File: src/rtl/tcr_pkg.sv
package tcr_pkg;

    // Key sequence states
    typedef enum logic [1:0] {
        ST_LOCKED   = 2'd0,
        ST_KEY1_OK  = 2'd1,
        ST_UNLOCKED = 2'd2
    } key_state_e;

    // Register addresses
    localparam int ADDR_KEY    = 0;
    localparam int ADDR_CTRL   = 1;
    localparam int ADDR_STATUS = 2;

    // CTRL field positions
    localparam int CTRL_TM_BIT   = 0;
    localparam int CTRL_GATE_BIT = 1;
    localparam int CTRL_HOLD_BIT = 2;
    localparam int CTRL_DL_LSB   = 4;
    localparam int DL_W          = 2;

    // STATUS field positions
    localparam int STAT_UNLOCK_BIT = 0;
    localparam int STAT_EARLY_BIT  = 1;

    // Download width codes
    localparam logic [DL_W-1:0] DL_16   = 2'b00;
    localparam logic [DL_W-1:0] DL_8    = 2'b01;
    localparam logic [DL_W-1:0] DL_1    = 2'b10;
    localparam logic [DL_W-1:0] DL_RSVD = 2'b11;

    // Functional-reset class controls
    typedef struct packed {
        logic test_mode;
        logic clk_gate;
        logic rst_hold;
    } run_ctrl_t;

endpackage

File: src/rtl/tcr_key_fsm.sv
module tcr_key_fsm
    import tcr_pkg::*;
#(
    parameter int              DATA_W     = 32,
    parameter logic [DATA_W-1:0] KEY_FIRST  = 32'h5A5A_0F0F,
    parameter logic [DATA_W-1:0] KEY_SECOND = 32'hA5A5_F0F0
) (
    input  logic              clk,
    input  logic              por_n,
    input  logic              clr,
    input  logic              key_wr,
    input  logic [DATA_W-1:0] key_data,
    output logic              unlocked
);

    key_state_e state_q, state_d;

    // State register
    always_ff @(posedge clk or negedge por_n) begin
        if (!por_n) begin
            state_q <= ST_LOCKED;
        end else begin
            state_q <= state_d;
        end
    end

    // Next state
    always_comb begin
        state_d = state_q;
        if (clr) begin
            state_d = ST_LOCKED;
        end else if (key_wr) begin
            unique case (state_q)
                ST_LOCKED:   state_d = (key_data == KEY_FIRST)  ? ST_KEY1_OK  : ST_LOCKED;
                ST_KEY1_OK:  state_d = (key_data == KEY_SECOND) ? ST_UNLOCKED : ST_LOCKED;
                ST_UNLOCKED: state_d = ST_LOCKED;
                default:     state_d = ST_LOCKED;
            endcase
        end
    end

    // Outputs
    always_comb begin
        unlocked = (state_q == ST_UNLOCKED);
    end

endmodule

File: config.mk
export PLATFORM = sky130hd
export DESIGN_NAME = tcr_key_fsm
export DESIGN_NICKNAME = d
export VERILOG_FILES = /design/src/rtl/tcr_pkg.sv /design/src/rtl/tcr_key_fsm.sv
export SDC_FILE = /design/constraint.sdc
export NUM_CORES = 1
export LEC_CHECK = 0
export BUFFER_PORTS_ARGS = -buffer_cell sky130_fd_sc_hd__buf_2
export CORE_AREA = 2 2 39 41
export DETAILED_ROUTE_END_ITERATION = 8
export DIE_AREA = 0 0 41 43
export RECOVER_POWER = 100
export SLEW_MARGIN = 10
export SYNTH_ARGS = -nofsm -noshare
export SYNTH_HDL_FRONTEND = slang
export SYNTH_SLANG_ARGS = --single-unit
File: constraint.sdc
create_clock -name clk -period 2.05 [get_ports clk]
set_clock_uncertainty 0.15 [all_clocks]
set_input_delay 0.205 -clock clk [delete_from_list [all_inputs] [get_ports clk]]
set_output_delay 0.205 -clock clk [all_outputs]
set_load 0.02 [all_outputs]
==> run_results.csv <==
group,metric,value,unit
cts,max-clock-path-buffers,2,
critical_path,worstPathRequired,1690,ps
logic_synthesis,ys_types,15,
logic_synthesis,ys_ff_latch,2,
logic_synthesis,syn_area_per_cell,8.92,sq um
sta,timing.final.crit_share,0.643,
sta,maxSlewViolCount,0,
global_routing,gr-usage-all-layers,0.113,
cts,cts_setup_buffers,0,
floorplanning,io_pins,37,
cells_and_area,diodes,0,
critical_path,critPathKind,"register to primary output",
cts,cts_tree,"done",
cells_and_area,multiInputGateArea,226,sq um
cells_and_area,drive_above_1_share,0.535,
critical_path,crit_start,"state_q[0]",
placed_design,place_congestion,0.578,
critical_path,start_kind,"register",
detailed_routing,vias,425,
power_and_ir_drop,power_per_cell_area,359,mW/mm^2
logic_synthesis,synth.top_cell.area_share,0.217,
logic_synthesis,synth_most_common_cell,"nor4bb_1",
power_and_ir_drop,total_power,0.182,mW
logic_synthesis,ys.flop_type,"dfrtp_1",
worst_hold_path,hold_depth,3,
sta,tightest_slew,278,ps
floorplanning,die_h,43,um
floorplanning,core_area,0.00138,sq mm
sta,final_hold_viol_count,0,
floorplanning,start_util,0.200,
cts,post_cts_resized,0,
global_routing,grt_max_degree,5,
power_and_ir_drop,vdd_ir_drop_max,0.132,mV
global_routing,antenna_found_initial,0,
global_routing,grt_pass1_vias,401,
detailed_routing,drt-total-wl,855,um
critical_path,cp-end-kind,"primary output",
cells_and_area,ff_latch_area,50.0,sq um
sta,fmaxAchievable,759,MHz
critical_path,cp_max_fo,4,
logic_synthesis,synth_area_leader_cell,"nor4bb_1",
sta,rsz0062_at_grt,"no",
critical_path,r2r-end,"state_q[0]",
floorplanning,rows,14,
sta,setup_viol_count_final,0,
logic_synthesis,syn_area,277,sq um
critical_path,crit_chain,"nor2b_1, clkbuf_1",
cells_and_area,max_flop_register,"state_q",
logic_synthesis,synthTopCellsByCount,"nor4bb_1 (6), nand4_1 (5), and4b_1 (3), nor4b_1 (3)",
cells_and_area,nFillCells,145,
floorplanning,die_w,41,um
logic_synthesis,synth_edf_count,0,
cells_and_area,fin_nets,109,
detailed_routing,drcViolationCount,0,
cts,clk_pin_slew,30,ps
placed_design,io_buffers,36,
cts,ctsHtreeMaxLevel,1,
sta,fin_crit,1320,ps
detailed_routing,drtAntennaViolNets,0,
detailed_routing,drt_iter0_markers,9,
global_routing,overflow,0,
critical_path,arrival,960,ps
power_and_ir_drop,leakage,0.245,nW
cts,cts_root_buffer,"clkbuf_4",
sta,slew_headroom,0.812,
critical_path,ff2ff_path_depth,3,
logic_synthesis,syn_inst,31,
floorplanning,die-area,0.00176,sq mm
cts,numClockSinks,2,
logic_synthesis,async_reset_ff_frac,1.00,
critical_path,max_stage_delay,390,ps
cells_and_area,area_growth,83.3,%
critical_path,cp-endpoint,"unlocked",
critical_path,r2r_start,"state_q[1]",
detailed_routing,drt-wirelength-per-cell,9.83,um
worst_hold_path,hp-class,"input pin to register",
critical_path,cpMaxStageDelayCell,"dfrtp_1",
cts,clock_latency,220,ps
cts,cts_buffers,3,
global_routing,grt_pass1_wl,1370,um
cells_and_area,reg.largest.list,"state_q: 2 flops",
cts,cts.hold.buffers_added,1,
critical_path,r2r_slack,780,ps
cells_and_area,largest_register_ffs,2,
job,drv_cap,0,
logic_synthesis,ys_seq_area_frac,0.181,
outcome,status,"finished clean",
logic_synthesis,syn_nets,67,
logic_synthesis,yosys_warnings,0,
sta,tns,0,ps
detailed_routing,drtPass1Iterations,7,
logic_synthesis,yosys-top-cells-area,"nor4bb_1 (22%), dfrtp_1 (18%), nand4_1 (11%), and4b_1 (11%), nor4b_1 (9.5%)",
detailed_routing,drt-vias-per-instance,4.89,
==> worst max-delay path, delay by kind of cell (launching register included) <==
kind	cells	cell delay (ps)
and+or+nand+nor	1	120
buffers and inverters	1	230
DFF	1	390
==> layer usage <==
metal	vias to the layer above	GRT usage	wire length (um)
met3	0	0.0314	86
met2	21	0.188	432
li1	221	-	-
met1	183	0.122	336
met4	0	0.0600	0
met5	-	0	0
==> logic make-up (layout without fill, tap and decap cells) <==
group                  count (synthesis)  after routing  share of synthesized area
and+or+nand+nor                       27             27                      0.747
AOI/OAI and AO/OA                      2              2                     0.0724
DFF                                    2              2                      0.181
buffers and inverters                  0             40                          0
==> report_power, final <==
part | total [mW] | internal [mW] | switching (mW)
registers | 0.0398 | 0.0398 | 0.00000000000355
clock network | 0.0889 | 0.0648 | 0.0241
logic | 0.0532 | 0.0340 | 0.0192
==> per-stage QoR <==
step                setup slack [ps]   util  hold slack [ps]  instance area [sq um]  cells
floorplan                        903      -             -241                    277     31
global placement                 786  0.344             -155                    477     83
detailed placement               780  0.344             -160                    477     83
CTS                              764  0.368              116                    509     87
global route                     621  0.366              133                    507     87
finish                           733  0.366              115                    507     87
==> worst min-delay path by stage <==
| stage | slack, ps | endpoint | from |
|---|---|---|---|
| finish | 110 | state_q[0] | key_data[11] |
| global route | 130 | state_q[1] | key_wr |
| CTS | 120 | state_q[1] | key_wr |
| detailed placement | -160 | state_q[1] | por_n |
| global placement | -160 | state_q[1] | por_n |
| floorplan | -240 | state_q[0] | por_n |
==> cell usage in the layout (no fill, tap or decap) <==
master,Yosys,layout
buf_2,0,34
and4b_1,3,3
clkbuf_4,0,3
nand2_1,2,2
nor2b_1,1,1
o31ai_2,1,1
nor3b_1,2,2
nor4_1,1,1
clkbuf_1,0,2
dfrtp_1,2,2
o31ai_1,1,1
nand3_1,1,1
dlygate4sd3_1,0,1
nand4_1,5,5
and3b_1,1,1
nor2_1,1,1
nor4b_1,3,3
nor4bb_1,6,6
or3_1,1,1
==> cell type report <==
class | count | area share
clock buffer | 3 | 0.0444
multi-input combinational | 29 | 0.447
sequential | 2 | 0.0988
tap | 16 | 0.0395
timing repair buffer | 37 | 0.370
Power figures use the tool's default switching activity.
